## config.mk

```make
export PLATFORM = sky130hd
export DESIGN_NAME = vid_field_tracker
export DESIGN_NICKNAME = d
export VERILOG_FILES = /design/src/rtl/vft_pkg.sv /design/src/rtl/vft_edge.sv /design/src/rtl/vft_line_ctr.sv /design/src/rtl/vft_blank.sv /design/src/rtl/vid_field_tracker.sv
export SDC_FILE = /design/constraint.sdc
export NUM_CORES = 1
export LEC_CHECK = 0
export BUFFER_PORTS_ARGS = -buffer_cell sky130_fd_sc_hd__buf_2
export CAP_MARGIN = 40
export CORE_MARGIN = 1.5
export CORE_UTILIZATION = 55
export CTS_CLUSTER_DIAMETER = 150
export DETAILED_ROUTE_END_ITERATION = 7
export PLACE_DENSITY = 0.81
export SYNTH_ARGS = -nofsm -noshare
export SYNTH_HDL_FRONTEND = slang
export SYNTH_SLANG_ARGS = --single-unit
```

## constraint.sdc

```tcl
create_clock -name clk -period 4.35 [get_ports clk]
set_input_delay 1.305 -clock clk [delete_from_list [all_inputs] [get_ports clk]]
set_output_delay 1.305 -clock clk [all_outputs]
set_load 0.03 [all_outputs]
```

## src/rtl/vft_pkg.sv

```systemverilog
// Package: shared types and per-standard timing constants for the
// line/field tracker. Assumes field-relative line numbering from 1.
package vft_pkg;

    typedef enum logic [1:0] {
        STD_I525 = 2'd0,
        STD_I625 = 2'd1,
        STD_P525 = 2'd2,
        STD_P625 = 2'd3
    } vid_std_e;

    // True for standards that alternate two fields per frame.
    function automatic logic is_interlaced(vid_std_e s);
        return (s == STD_I525) || (s == STD_I625);
    endfunction

    // Last line of the current field; the first interlaced field is longer.
    function automatic int field_last(vid_std_e s, logic fld);
        case (s)
            STD_I525: return fld ? 262 : 263;
            STD_I625: return fld ? 312 : 313;
            STD_P525: return 525;
            default:  return 625;
        endcase
    endfunction

    // Last line of the vertical blanking interval (also the window end).
    function automatic int vbi_last(vid_std_e s);
        case (s)
            STD_I525: return 20;
            STD_I625: return 22;
            STD_P525: return 42;
            default:  return 43;
        endcase
    endfunction

    // First line of the VBI data window that may pass unblanked.
    function automatic int pass_first(vid_std_e s);
        case (s)
            STD_I525: return 10;
            STD_I625: return 7;
            STD_P525: return 13;
            default:  return 6;
        endcase
    endfunction

endpackage

```

## src/rtl/vft_edge.sv

```systemverilog
// Module: rising-edge detector for a vector of sync strobes.
// Assumes inputs are already synchronous to clk. A strobe held high
// through reset release counts as a rising edge on the first cycle.
module vft_edge #(
    parameter int N = 2
) (
    input  logic         clk,
    input  logic         rst_n,
    input  logic [N-1:0] sig_i,
    output logic [N-1:0] rise_o
);

    for (genvar i = 0; i < N; i++) begin : g_bit
        logic d_q;

        // Remember the previous sample of this strobe.
        always_ff @(posedge clk) begin
            if (!rst_n) d_q <= 1'b0;
            else        d_q <= sig_i[i];
        end

        assign rise_o[i] = sig_i[i] & ~d_q;
    end

endmodule

```

## src/rtl/vft_line_ctr.sv

```systemverilog
// Module: field-relative line counter with field identifier and
// end-of-field strobe. In free-run it wraps at the field's last line.
// With resync active, a vertical sync edge starts the field, and
// horizontal syncs at the last line hold the count. Assumes edge
// inputs are single-cycle pulses.
module vft_line_ctr
    import vft_pkg::*;
#(
    parameter int LINE_W = 10
) (
    input  logic              clk,
    input  logic              rst_n,
    input  logic              hs_rise,
    input  logic              vs_rise,
    input  vid_std_e          std,
    input  logic              resync_act,
    output logic [LINE_W-1:0] line_o,
    output logic              field_o,
    output logic              eof_o
);

    localparam logic [LINE_W-1:0] FIRST_LINE = LINE_W'(1);

    logic [LINE_W-1:0] line_q, line_n;
    logic              field_q, field_n;
    logic              eof_q, eof_n;
    logic              at_end;

    assign at_end = int'(line_q) >= field_last(std, field_q);

    // Choose the next line, field and strobe from the sync events.
    always_comb begin
        line_n  = line_q;
        field_n = field_q;
        eof_n   = 1'b0;
        if (resync_act && vs_rise) begin
            line_n  = FIRST_LINE;
            field_n = is_interlaced(std) ? ~field_q : 1'b0;
            eof_n   = 1'b1;
        end else if (hs_rise) begin
            if (!at_end) begin
                line_n = line_q + FIRST_LINE;
            end else if (!resync_act) begin
                line_n  = FIRST_LINE;
                field_n = is_interlaced(std) ? ~field_q : 1'b0;
                eof_n   = 1'b1;
            end
        end
    end

    // Register the counter state.
    always_ff @(posedge clk) begin
        if (!rst_n) begin
            line_q  <= FIRST_LINE;
            field_q <= 1'b0;
            eof_q   <= 1'b0;
        end else begin
            line_q  <= line_n;
            field_q <= field_n;
            eof_q   <= eof_n;
        end
    end

    assign line_o  = line_q;
    assign field_o = field_q;
    assign eof_o   = eof_q;

    assert_vs_ignored_R4: assert property (@(posedge clk) disable iff (!rst_n)
        (!resync_act && !hs_rise) |=> ($stable(line_q) && !eof_q));

    assert_start_line_R5: assert property (@(posedge clk) disable iff (!rst_n)
        eof_q |-> (line_q == FIRST_LINE));

    assert_rewind_hold_R6: assert property (@(posedge clk) disable iff (!rst_n)
        (resync_act && hs_rise && !vs_rise && at_end) |=> ($stable(line_q) && !eof_q));

    assert_eof_single_R7: assert property (@(posedge clk) disable iff (!rst_n)
        eof_q |=> !eof_q);

    assert_prog_field_R3: assert property (@(posedge clk) disable iff (!rst_n)
        (!is_interlaced(std) && eof_n) |=> !field_q);

    assert_line_nonzero_R2: assert property (@(posedge clk) disable iff (!rst_n)
        line_q != '0);

endmodule

```

## src/rtl/vft_blank.sv

```systemverilog
// Module: decodes the vertical blanking flag from the line number.
// Assumes field-relative line numbers. Lines past the blanking
// interval are never blanked; the VBI window is freed by vbi_pass.
module vft_blank
    import vft_pkg::*;
#(
    parameter int LINE_W = 10
) (
    input  logic [LINE_W-1:0] line_i,
    input  vid_std_e          std,
    input  logic              vbi_pass,
    output logic              blank_o
);

    logic in_vbi;
    logic in_window;

    // Classify the current line against the standard's limits.
    always_comb begin
        in_vbi    = int'(line_i) <= vbi_last(std);
        in_window = (int'(line_i) >= pass_first(std)) && in_vbi;
        blank_o   = in_vbi && !(vbi_pass && in_window);
    end

endmodule

```

## src/rtl/vid_field_tracker.sv

```systemverilog
// Module: top of the slave-timing line/field tracker. Detects sync
// edges, decides when resync is active, counts lines and fields, and
// decodes the VBI blanking flag. Assumes syncs are synchronous to clk.
module vid_field_tracker
    import vft_pkg::*;
#(
    parameter int LINE_W = 10,
    parameter int MODE_W = 2
) (
    input  logic              clk,
    input  logic              rst_n,
    input  logic              hsync_i,
    input  logic              vsync_i,
    input  logic [1:0]        std_sel_i,
    input  logic [MODE_W-1:0] slave_mode_i,
    input  logic              resync_en_i,
    input  logic              vbi_pass_i,
    output logic [LINE_W-1:0] line_o,
    output logic              field_o,
    output logic              eof_o,
    output logic              blank_o
);

    logic [1:0] rise;
    logic       resync_act;
    vid_std_e   std;

    assign std        = vid_std_e'(std_sel_i);
    assign resync_act = resync_en_i && (slave_mode_i != '0);

    vft_edge #(.N(2)) u_edge (
        .clk    (clk),
        .rst_n  (rst_n),
        .sig_i  ({vsync_i, hsync_i}),
        .rise_o (rise)
    );

    vft_line_ctr #(.LINE_W(LINE_W)) u_ctr (
        .clk        (clk),
        .rst_n      (rst_n),
        .hs_rise    (rise[0]),
        .vs_rise    (rise[1]),
        .std        (std),
        .resync_act (resync_act),
        .line_o     (line_o),
        .field_o    (field_o),
        .eof_o      (eof_o)
    );

    vft_blank #(.LINE_W(LINE_W)) u_blank (
        .line_i   (line_o),
        .std      (std),
        .vbi_pass (vbi_pass_i),
        .blank_o  (blank_o)
    );

    assert_active_unblanked_R8: assert property (@(posedge clk) disable iff (!rst_n)
        (int'(line_o) > 43) |-> !blank_o);

    assert_first_line_blanked_R9: assert property (@(posedge clk) disable iff (!rst_n)
        (line_o == LINE_W'(1)) |-> blank_o);

endmodule

```

Yosys cells after proc, flatten, opt, wreduce, memory -nomap -nowiden
Index checks and enable logic that the tools add are counted.
{ "classes": {"bitwise": 6, "muxes": 16, "n_eq_ne": 4, "addsub": 1, "n_reduce_logical": 14, "magnitude_cmp": 3} }
{ "ops": {"columns": ["op", "count"], "rows": [
  ["$pmux W32 S3", 1],
  ["$ge A11 B32 Y1", 1],
  ["$mux W10", 2],
  ["$pmux W6 S3", 1],
  ["$pmux W4 S3", 1],
  ["$mux W1", 11],
  ["$add A10 B1 Y10 const B", 1],
  ["$ge A10 B4 Y1", 1],
  ["$le A10 B6 Y1", 1],
  ["$reduce_bool A2 Y1", 3],
  ["$logic_and A1 B1 Y1", 5],
  ["$ne A2 B2 Y1 const B", 2],
  ["$not A1 Y1", 4],
  ["$reduce_and A3 Y1", 1],
  ["$and A1 B1 Y1", 2],
  ["$eq A2 B1 Y1 const B", 1],
  ["$eq A2 B2 Y1 const B", 1],
  ["$logic_not A2 Y1", 1],
  ["$reduce_and A2 Y1", 1],
  ["$reduce_or A2 Y1", 1],
  ["$logic_not A1 Y1", 1],
  ["$logic_or A1 B1 Y1", 1]
]} }
{ "totals": {"regBits": 14, "out_inout_bits": 13, "word_cells": 49, "input_bits": 10} }

Depth between registers and ports, before layout
Gate-level depths: netlist of run 1.
{ "logic_depth": {"depth_word": 7, "ltp_mapped": 11, "ltp_nobuf": 10} }

Hierarchy
Synthesis of run 1 repeated with hierarchy kept, for this count alone.
{ "hier_totals": {"hier_cells": 145, "hier_area_um2": 1278.7} }
{ "by_module_without_submodules": {"columns": ["module", "cells_each", "instances", "seq_area_each_um2", "area_per_inst_um2"], "rows": [
  ["vft_line_ctr", 101, 1, 240.2, 864.6],
  ["vft_blank", 37, 1, 0.0, 326.6],
  ["vft_edge", 6, 1, 40.0, 80.1],
  ["vid_field_tracker", 1, 1, 0.0, 7.5]
]} }

Worst setup path after synthesis of run 1
Ideal clock, no wire load.
{ "synth_path": {"path_kind": "in2out", "from": "input port std_sel_i[0]", "to": "output port blank_o", "n_path_buf": 0, "stages": 9, "t_arrival_ns": 3.376, "t_required_ns": 3.045, "slack_ns": -0.331, "cell_sequence": "inv_1 ha_1 o21ai_0 ha_1 o21a_1 o21a_1 o21ai_0 a21oi_1 a211oi_1"} }
{ "synth_between": {"elab_chain_cells": 7, "word_cells_on_any_way": 11, "cone_classes": "order compare (2); eq/ne (2); mux (2); reduce/logical (5)"} }
{ "synth_lines": {"columns": ["item", "line", "text"], "rows": [
  ["start: declaration", "vid_field_tracker.sv:14", "input logic [1:0] std_sel_i,"],
  ["$eq A2 B2 Y1 (tied with other cells)", "vft_pkg.sv:29, vft_pkg.sv:39", null],
  ["$pmux W4 S3 / $pmux W6 S3 (equally long branches)", "vft_pkg.sv:39, vft_pkg.sv:29", null],
  ["$ge A10 B4 Y1 / $le A10 B6 Y1 (equally long branches)", "vft_blank.sv:21, vft_blank.sv:20", null],
  ["$logic_and A1 B1 Y1", "vft_blank.sv:21", "in_window = (int'(line_i) >= pass_first(std)) && in_vbi;"],
  ["$logic_and A1 B1 Y1", "vft_blank.sv:22", "blank_o = in_vbi && !(vbi_pass && in_window);"],
  ["$logic_not A1 Y1", "vft_blank.sv:22", null],
  ["$logic_and A1 B1 Y1 *", "vft_blank.sv:22", null],
  ["end: declaration", "vid_field_tracker.sv:21", "output logic blank_o"]
]} }
Mark *: on every way between the ends. The rest lies on a longest branch, timed or not.

Worst setup path in the final report of run 1
{ "layout_path": {"from": "input port std_sel_i[1]", "to": "output port blank_o"} }
Same word-level chain as after synthesis.

==> flow_summary.yaml, run 1 <==
power_and_ir_drop:
  p_leak_nw: 0.745
  p_sw_frac: 0.307
  vdd.ir_drop.worst_v: 0.000272
  internal_power_uw: 208
  powerDensity_nw_per_um2: 199
  power.net_switching_uw: 92.0
  seqPwrFrac: 0.455
  combPwrFrac: 0.308
  clock_power_share: 0.237
routing:
  route.met2.wl_mm: 1.43
  drtIter0Drc: 20
  drt-met1-wl_mm: 1.27
  wl_mm: 2.82
  drc: 0
  first_pass_iters: 4
  avgRoutedWirePerCell_um: 14.2
  wl_met3_um: 106
  postRouteAntennaNets: 0
  vias: 1144
  viasPerCell: 5.75
  topRoutingLayerUsed: "met4"
placement:
  place_hpwl_mm: 2.19
  io_buffers: 22
  post_dp_cell_area_um2: 1450
  gp_congestion: 0.886
  place_inst: 196
floorplan:
  io_pins: 23
  die_y_um: 50.0
  initial_core_util: 0.600
  rows: 16
  die_area_um2: 2500
  core_area_um2: 2020
  fp.dieW_um: 50.0
critical_path:
  end_kind: "output port"
  crit_family: "compound AO/OA/AOI/OAI gates"
  cp_num_buf_inv: 3
  cpPeakStageDelay_ns: 0.26
  cp-start-kind: "input port"
  worstPathCellList: "buf_2 -> inv_2 -> ha_4 -> ha_1 -> nand2b_1 -> a21oi_1 -> nor2b_1 -> o21ai_1 -> nand2_1 -> a211oi_4 -> buf_6"
  cp_data_arrival_time_ns: 2.97
  cp_data_required_time_ns: 3.04
  r2r_slack_ns: 1.66
  critical_path.max_fanout: 3
  crit_slowest_cell: "ha_1"
  critPathKind: "input port to output port"
timing:
  setup_viol: 0
  rsz0062_at_grt: "no"
  hold_viol: 0
  tightest_slew_ns: 0.689
  fin_crit_sh: 0.983
  slew_viol_final: 0
  relSlewSlack: 0.540
  min_period_ns: 4.28
  finClkSkew_ns: 0.00235
  fmax_mhz: 234
clock_network:
  cts_tree: "built"
  cts_root_buf: "clkbuf_4"
  hold_buffers: 0
  post-cts-setup-buffers: 0
  numCtsBuffers: 3
  clk_latency_ns: 0.27
  cts_buffer_depth: 2
  htreeDepth: 1
  cts.sinks: 14
  clk_pin_slew_ns: 0.08
yosys:
  ys_ff_latch: 14
  yosysUniqueCellTypes: 39
  postSynthCellCount: 137
  syn_nets: 173
  async_reset_ff_frac: 0
  synth_ff_type: "dfxtp_1"
  syn_area_per_cell_um2: 8.86
  yosysSeqAreaShare: 0.231
  yosysWarningCount: 0
  synth_enable_flop_cells: 0
  synth_area_um2: 1210
grt:
  grt_pass1_vias: 1132
  grt_first_pass_wirelength_mm: 4.64
  track_usage: 0.238
  grt_antenna_before_repair: 0
  grt_max_degree: 10
  grt_overflow: 0
final_layout:
  multi_input_area_um2: 921
  final_area_um2: 1500
  n_fill_cell: 149
  drive_above_1_share: 0.302
  nets: 210
  area_growth_pct: 23.8
  n_antenna_cell: 0
  regArea_um2: 280
  fin_cells: 199
run_status:
  status: "complete, no violations"
min_path:
  hold_class: "flip-flop to flip-flop"
flow_run:
  drv_cap: 0
flip-flops by register name (all words and copies together) (netlist names):
signal            flops
u_ctr.eof_o           1
u_ctr.field_o         1
u_ctr.line_o         10
u_edge.g_bit.d_q      2
power groups by stage:
stage	combinational [mW]	clock (mW)	sequential, mW
CTS	0.0895	0.0726	0.136
floorplan	0.0513	0	0.143
finish	0.0925	0.0709	0.136
global placement	0.0812	0	0.139
global route	0.101	0.0780	0.137
detailed placement	0.0852	0	0.139
worst reg2reg max path, cell delays in order (launching register included):
cell,delay (ns)
dfxtp_1,0.33
mux2_2,0.27
nand2_1,0.07
ha_1,0.22
nand2b_4,0.15
a2111oi_4,0.33
o311a_1,0.41
o2111ai_1,0.28
or3_1,0.39
a21oi_1,0.15
what timing repair did:
item                                    CTS  global route
endpoints found under the setup margin    1             1
pin swaps                                 2             5
gates cloned                              0             0
gates resized for setup                   8             7
through the flow:
step | hold WS [ns] | power [mW] | worst slack [ns] | setup TNS, ns | utilization
floorplan | 0.523 | 0.195 | 0.0399 | 0 | -
global placement | 0.477 | 0.220 | -0.0622 | -0.0622 | 0.715
detailed placement | 0.491 | 0.225 | -0.194 | -0.194 | 0.715
CTS | 0.505 | 0.298 | 0.0147 | 0 | 0.737
global route | 0.545 | 0.315 | 0.0149 | 0 | 0.743
finish | 0.501 | 0.300 | 0.0747 | 0 | 0.743
cell families (layout without fill, tap and decap cells):
logic type / Yosys count / after routing / share of synthesized area
AOI/OAI and AO/OA: 38 / 38 / 0.227
xor gates and xnor gates: 3 / 3 / 0.0217
adders and majority gates: 26 / 26 / 0.268
buffers and inverters: 11 / 46 / 0.0402
DFF: 14 / 14 / 0.231
muxes: 1 / 1 / 0.00928
and+or+nand+nor: 44 / 44 / 0.203
final timing paths:
check | cells past startpoint | to | startpoint
max | 11 | blank_o | std_sel_i[1]
min | 2 | u_ctr.field_o$_SDFFE_PN0P_ | u_ctr.field_o$_SDFFE_PN0P_
max reg2reg | 9 | u_ctr.line_o[9]$_SDFFE_PP0P_ | u_ctr.field_o$_SDFFE_PN0P_
min reg2reg | 2 | u_ctr.field_o$_SDFFE_PN0P_ | u_ctr.field_o$_SDFFE_PN0P_
layout make-up:
cell class / count / share of cell area
multi-input combinational: 112 / 0.613
sequential: 14 / 0.187
timing repair buffer: 34 / 0.139
inverter: 9 / 0.0241
tap: 27 / 0.0225
clock buffer: 3 / 0.0150
synth_stat cells (all sizes together) (2+ instances only):
library cell / count / area share
dfxtp: 14 / 0.23
a21oi: 10 / 0.044
nand2: 7 / 0.022
or4: 2 / 0.015
nor2: 8 / 0.025
inv: 9 / 0.028
ha: 26 / 0.27
nand3: 7 / 0.029
nor2b: 3 / 0.015
o21a: 5 / 0.031
or3: 3 / 0.015
a21o: 2 / 0.012
o21ai: 10 / 0.051
and3: 5 / 0.026
nand2b: 2 / 0.016
o211ai: 3 / 0.019
and2: 2 / 0.010
xor2: 3 / 0.022
placed cells by master (no fill, tap or decap), types with 5 or more instances in the layout:
master,netlist,routed
inv_1,9,6
ha_1,26,25
nand3_1,7,7
a21oi_1,9,8
dfxtp_1,14,14
and3_1,5,5
buf_4,0,13
o21ai_0,8,5
buf_2,0,20
nor2_1,8,8
nand2_1,7,7
o21a_1,5,5
layer usage:
layer / up-vias / global-route usage
met5: - / 0
met4: 0 / 0.0231
met3: 2 / 0.0576
met2: 32 / 0.473
met1: 535 / 0.257
li1: 575 / -
No activity file was read; power rests on OpenSTA's default activity.
==> inputs of run 2 (changes only) <==
- RECOVER_POWER: unset -> 100
==> flow_summary.yaml, run 2 (synthesis gave the netlist of run 1 again) <==
run_status:
  status: "complete, no violations"
grt:
  top_usage_layer: "met2"
  use_met1: 0.257
  use_met2: 0.473
  grt_pass1_vias: 1132
  met3_usage: 0.0576
  grt_first_pass_wirelength_mm: 4.64
  track_usage: 0.238
  grt_antenna_before_repair: 0
  grt_overflow: 0
  grt_max_degree: 10
timing:
  hold_slack_ns: 0.503
  fmax_mhz: 234
  layout_setup_ws_ns: 0.0698
  fin_crit_sh: 0.984
  hold_viol: 0
  rsz0062_at_grt: "no"
  tns_ns: 0
  relSlewSlack: 0.632
  slew_viol_final: 0
  min_period_ns: 4.28
  finClkSkew_ns: 0.00346
  setup_viol: 0
  tightest_slew_ns: 0.550
critical_path:
  end_kind: "output port"
  cp-start-kind: "input port"
  critPathKind: "input port to output port"
  crit_slowest_cell: "ha_1"
  cpPeakStageDelay_ns: 0.26
  cp_data_arrival_time_ns: 2.98
  cp_data_required_time_ns: 3.04
  worstPathCellList: "buf_2 -> inv_2 -> ha_4 -> ha_1 -> nand2b_1 -> a21oi_1 -> nor2b_1 -> o21ai_1 -> nand2_1 -> a211oi_4 -> buf_6"
  critical_path.max_fanout: 3
clock_network:
  clk_latency_ns: 0.27
  cts_root_buf: "clkbuf_4"
  post-cts-setup-buffers: 0
  cts_tree: "built"
  htreeDepth: 1
  numCtsBuffers: 3
  clk_pin_slew_ns: 0.08
  cts.sinks: 14
  cts_buffer_depth: 2
  hold_buffers: 0
floorplan:
  rows: 16
  die_y_um: 50.0
  initial_core_util: 0.600
  io_pins: 23
  die_area_um2: 2500
  fp.dieW_um: 50.0
  core_area_um2: 2020
routing:
  drtIter0Drc: 26
  drc: 0
  viasPerCell: 5.72
  first_pass_iters: 4
  postRouteAntennaNets: 0
  wl_mm: 2.83
  vias: 1139
  avgRoutedWirePerCell_um: 14.2
power_and_ir_drop:
  p_leak_nw: 0.689
  powerDensity_nw_per_um2: 202
  vdd.ir_drop.worst_v: 0.000271
final_layout:
  nets: 210
  n_fill_cell: 160
  final_cell_mix: "ha_1, dfxtp_1, clkbuf_1"
  final_common_cell: "ha_1"
  largest_reg_flops: 10
  final_area_um2: 1470
  n_antenna_cell: 0
  area_growth_pct: 21.3
  drive_above_1_share: 0.221
placement:
  place_hpwl_mm: 2.19
  gp_congestion: 0.886
  post_dp_cell_area_um2: 1450
  io_buffers: 22
  post-place-ws_ns: -0.194
min_path:
  hold_class: "flip-flop to flip-flop"
flow_run:
  drv_cap: 0
## run 2: cell count changes in the layout (fill, tap and decap cells not counted)
cell | before | now
or4_2 | 0 | 1
and2_1 | 2 | 1
buf_2 | 20 | 7
clkbuf_4 | 3 | 4
or2_1 | 1 | 0
clkbuf_1 | 0 | 13
or2_0 | 0 | 1
or4_4 | 1 | 0
o21ai_0 | 5 | 6
and2_0 | 0 | 1
buf_4 | 13 | 12
o21ai_4 | 1 | 0
## run 2: what timing repair did
item,CTS,global route
resized for setup,8,7
pin swaps,2,5
setup endpoints to repair,1,1
## run 2: layout make-up
class	instances	area, um2	area share
Sequential cell	14	280	0.190
Inverter	9	36.3	0.0246
Multi-Input combinational cell	112	907	0.616
Tap cell	27	33.8	0.0229
Clock buffer	3	22.5	0.0153
Timing Repair Buffer	34	193	0.131
## run 2: worst paths after layout
kind / from / endpoint / slack, ns / cells after the start
hold reg to reg: u_ctr.field_o$_SDFFE_PN0P_ / u_ctr.field_o$_SDFFE_PN0P_ / 0.50 / 2
hold / removal: u_ctr.field_o$_SDFFE_PN0P_ / u_ctr.field_o$_SDFFE_PN0P_ / 0.50 / 2
setup / recovery: std_sel_i[1] / blank_o / 0.07 / 11
setup reg to reg: u_ctr.field_o$_SDFFE_PN0P_ / u_ctr.line_o[6]$_SDFFE_PP0P_ / 1.41 / 9
## run 2: critical path: cells and delay by family
family | cells | cell delay, ns
adders and majority gates | 2 | 0.47
and+or+nand+nor | 3 | 0.33
buffers and inverters | 3 | 0.37
AOI/OAI and AO/OA | 3 | 0.50
## run 2: power by group
part | internal (mW) | switching, mW
combinational | 0.0425 | 0.0476
sequential | 0.132 | 0.00471
clock | 0.0321 | 0.0391
## run 2: per-stage QoR
stage	instances	power, mW	utilization
after detailed placement	196	0.225	0.715
after global routing	199	0.313	0.728
final	199	0.298	0.728
after CTS	199	0.298	0.737
after floorplan	137	0.195	-
after global placement	196	0.220	0.715
## run 2: layer usage
metal	part of all wire	routed length, um
met5	0	0
met4	0.010	29
met3	0.035	100
met2	0.50	1420
met1	0.45	1280
==> inputs of run 3 (changes only) <==
- CORE_UTILIZATION: 55 -> 25
- PLACE_DENSITY: 0.81 -> 0.44
- SYNTH_HIERARCHICAL: unset -> 1
==> flow_summary.yaml, run 3 <==
final_layout:
  largest_reg_flops: 10
  area_growth_pct: 30.3
  final_common_cell: "ha_1"
  final_area_um2: 1670
  n_antenna_cell: 0
  drive_above_1_share: 0.210
  nets: 216
  n_fill_cell: 533
  final_cell_mix: "ha_1, nor2_1, dfxtp_1"
  final_util: 0.346
routing:
  vias: 1158
  first_pass_iters: 4
  viasPerCell: 4.77
  avgRoutedWirePerCell_um: 14.1
  postRouteAntennaNets: 0
  drc: 0
  wl_mm: 3.43
  drtIter0Drc: 32
grt:
  grt_first_pass_wirelength_mm: 5.77
  top_usage_layer: "met2"
  grt_antenna_before_repair: 0
  grt_overflow: 0
  track_usage: 0.138
  use_met1: 0.180
  grt_max_degree: 12
  grt_pass1_vias: 1203
  met3_usage: 0.0203
  use_met2: 0.238
yosys:
  ys_ff_latch: 14
  synth_area_um2: 1280
  yosysUniqueCellTypes: 36
  synth_common_cells: "ha_1, dfxtp_1, nor2_1"
  async_reset_ff_frac: 0
  synth_ff_type: "dfxtp_1"
  syn_nets: 183
  yosysMostFrequentCell: "ha_1"
  postSynthCellCount: 145
  yosysWarningCount: 6
  netlist_top_cells_area: "ha_1, dfxtp_1, nor2_1, nand2_1, inv_1"
  synth_top_area_share: 0.274
  synth_area_leader_cell: "ha_1"
  syn_area_per_cell_um2: 8.82
  synth_enable_flop_cells: 0
  yosysSeqAreaShare: 0.219
floorplan:
  fp.dieW_um: 74.5
  io_pins: 23
  core_area_um2: 4820
  die_area_um2: 5550
  rows: 25
  die_y_um: 74.5
  initial_core_util: 0.265
timing:
  setup_viol: 1
  fmax_mhz: 223
  rsz0062_at_grt: "yes"
  hold_viol: 0
  min_period_ns: 4.48
  relSlewSlack: 0.478
  tightest_slew_ns: 0.775
  finClkSkew_ns: 0.00817
  hold_slack_ns: 0.477
  slew_viol_final: 0
  fin_crit_sh: 1.03
  layout_setup_ws_ns: -0.126
run_status:
  status: "finished with violations"
  violations: "negative setup slack"
clock_network:
  cts_buffer_depth: 2
  clk_pin_slew_ns: 0.05
  numCtsBuffers: 3
  cts_root_buf: "clkbuf_8"
  cts.sinks: 14
  clk_latency_ns: 0.24
  cts_tree: "built"
  htreeDepth: 1
placement:
  place_hpwl_mm: 2.75
  io_buffers: 22
  gp_congestion: 0.841
  post_dp_cell_area_um2: 1570
critical_path:
  cp-start-kind: "input port"
  critPathKind: "input port to output port"
  end_kind: "output port"
  critical_path.max_fanout: 4
  cp_data_arrival_time_ns: 3.17
  cp_data_required_time_ns: 3.04
min_path:
  hold_class: "flip-flop to flip-flop"
power_and_ir_drop:
  powerDensity_nw_per_um2: 208
  power.total_uw: 347
  vdd.ir_drop.worst_v: 0.000129
  p_leak_nw: 0.745
flow_run:
  drv_cap: 0
run 3: power by group:
group	switching, mW	total [mW]	internal (mW)
combinational	0.0534	0.101	0.0480
clock	0.0454	0.107	0.0612
sequential	0.00710	0.139	0.132
run 3: what timing repair did:
action	CTS	global route
endpoints found under the setup margin	1	1
hold buffers	0	0
pin swaps	6	3
setup buffers	1	0
gates resized for setup	17	1
run 3: worst max-delay path, stage by stage:
cell and delay [ns]:
buf_12 0.11, ha_4 0.17, o21bai_4 0.18, ha_4 0.27, and3_4 0.17, or3b_4 0.39, a2111oi_4 0.39, buf_6 0.18
run 3: through the flow:
step	setup TNS (ns)	instances	setup slack (ns)
after floorplan	0	145	0.00271
after global placement	-0.188	239	-0.188
after detailed placement	-0.294	239	-0.294
after CTS	-0.145	243	-0.145
after global routing	-0.180	243	-0.180
final	-0.126	243	-0.126
run 3: metal layers:
metal / up-vias / share of wire
li1: 588 / -
met1: 548 / 0.49
met2: 20 / 0.48
met3: 2 / 0.029
met4: 0 / 0.0061
met5: - / 0
run 3: kinds of logic (layout without fill, tap and decap cells):
logic type | count (synthesis) | in the layout | share of synthesized area
and+or+nand+nor | 51 | 51 | 0.210
AOI/OAI and AO/OA | 32 | 32 | 0.199
adders and majority gates | 28 | 28 | 0.274
DFF | 14 | 14 | 0.219
buffers and inverters | 11 | 42 | 0.0323
xor gates and xnor gates | 6 | 6 | 0.0411
muxes | 3 | 3 | 0.0245
run 3: worst paths after layout:
kind	slack (ns)	start	cells past startpoint	to
setup / recovery	-0.13	std_sel_i[0]	8	blank_o
hold / removal	0.48	u_ctr/field_o$_SDFFE_PN0P_	2	u_ctr/field_o$_SDFFE_PN0P_
setup reg to reg	1.77	u_ctr/line_o[0]$_SDFFE_PP1P_	8	u_ctr/line_o[9]$_SDFFE_PP0P_
hold reg to reg	0.48	u_ctr/field_o$_SDFFE_PN0P_	2	u_ctr/field_o$_SDFFE_PN0P_
run 3: cell type report:
cell class	count	area, um2	area share
inverters	11	48.8	0.0293
well taps	67	83.8	0.0503
multi-input cells	120	1040	0.624
flip-flops and latches	14	280	0.168
repair buffers	28	173	0.104
clock buffers	3	41.3	0.0248
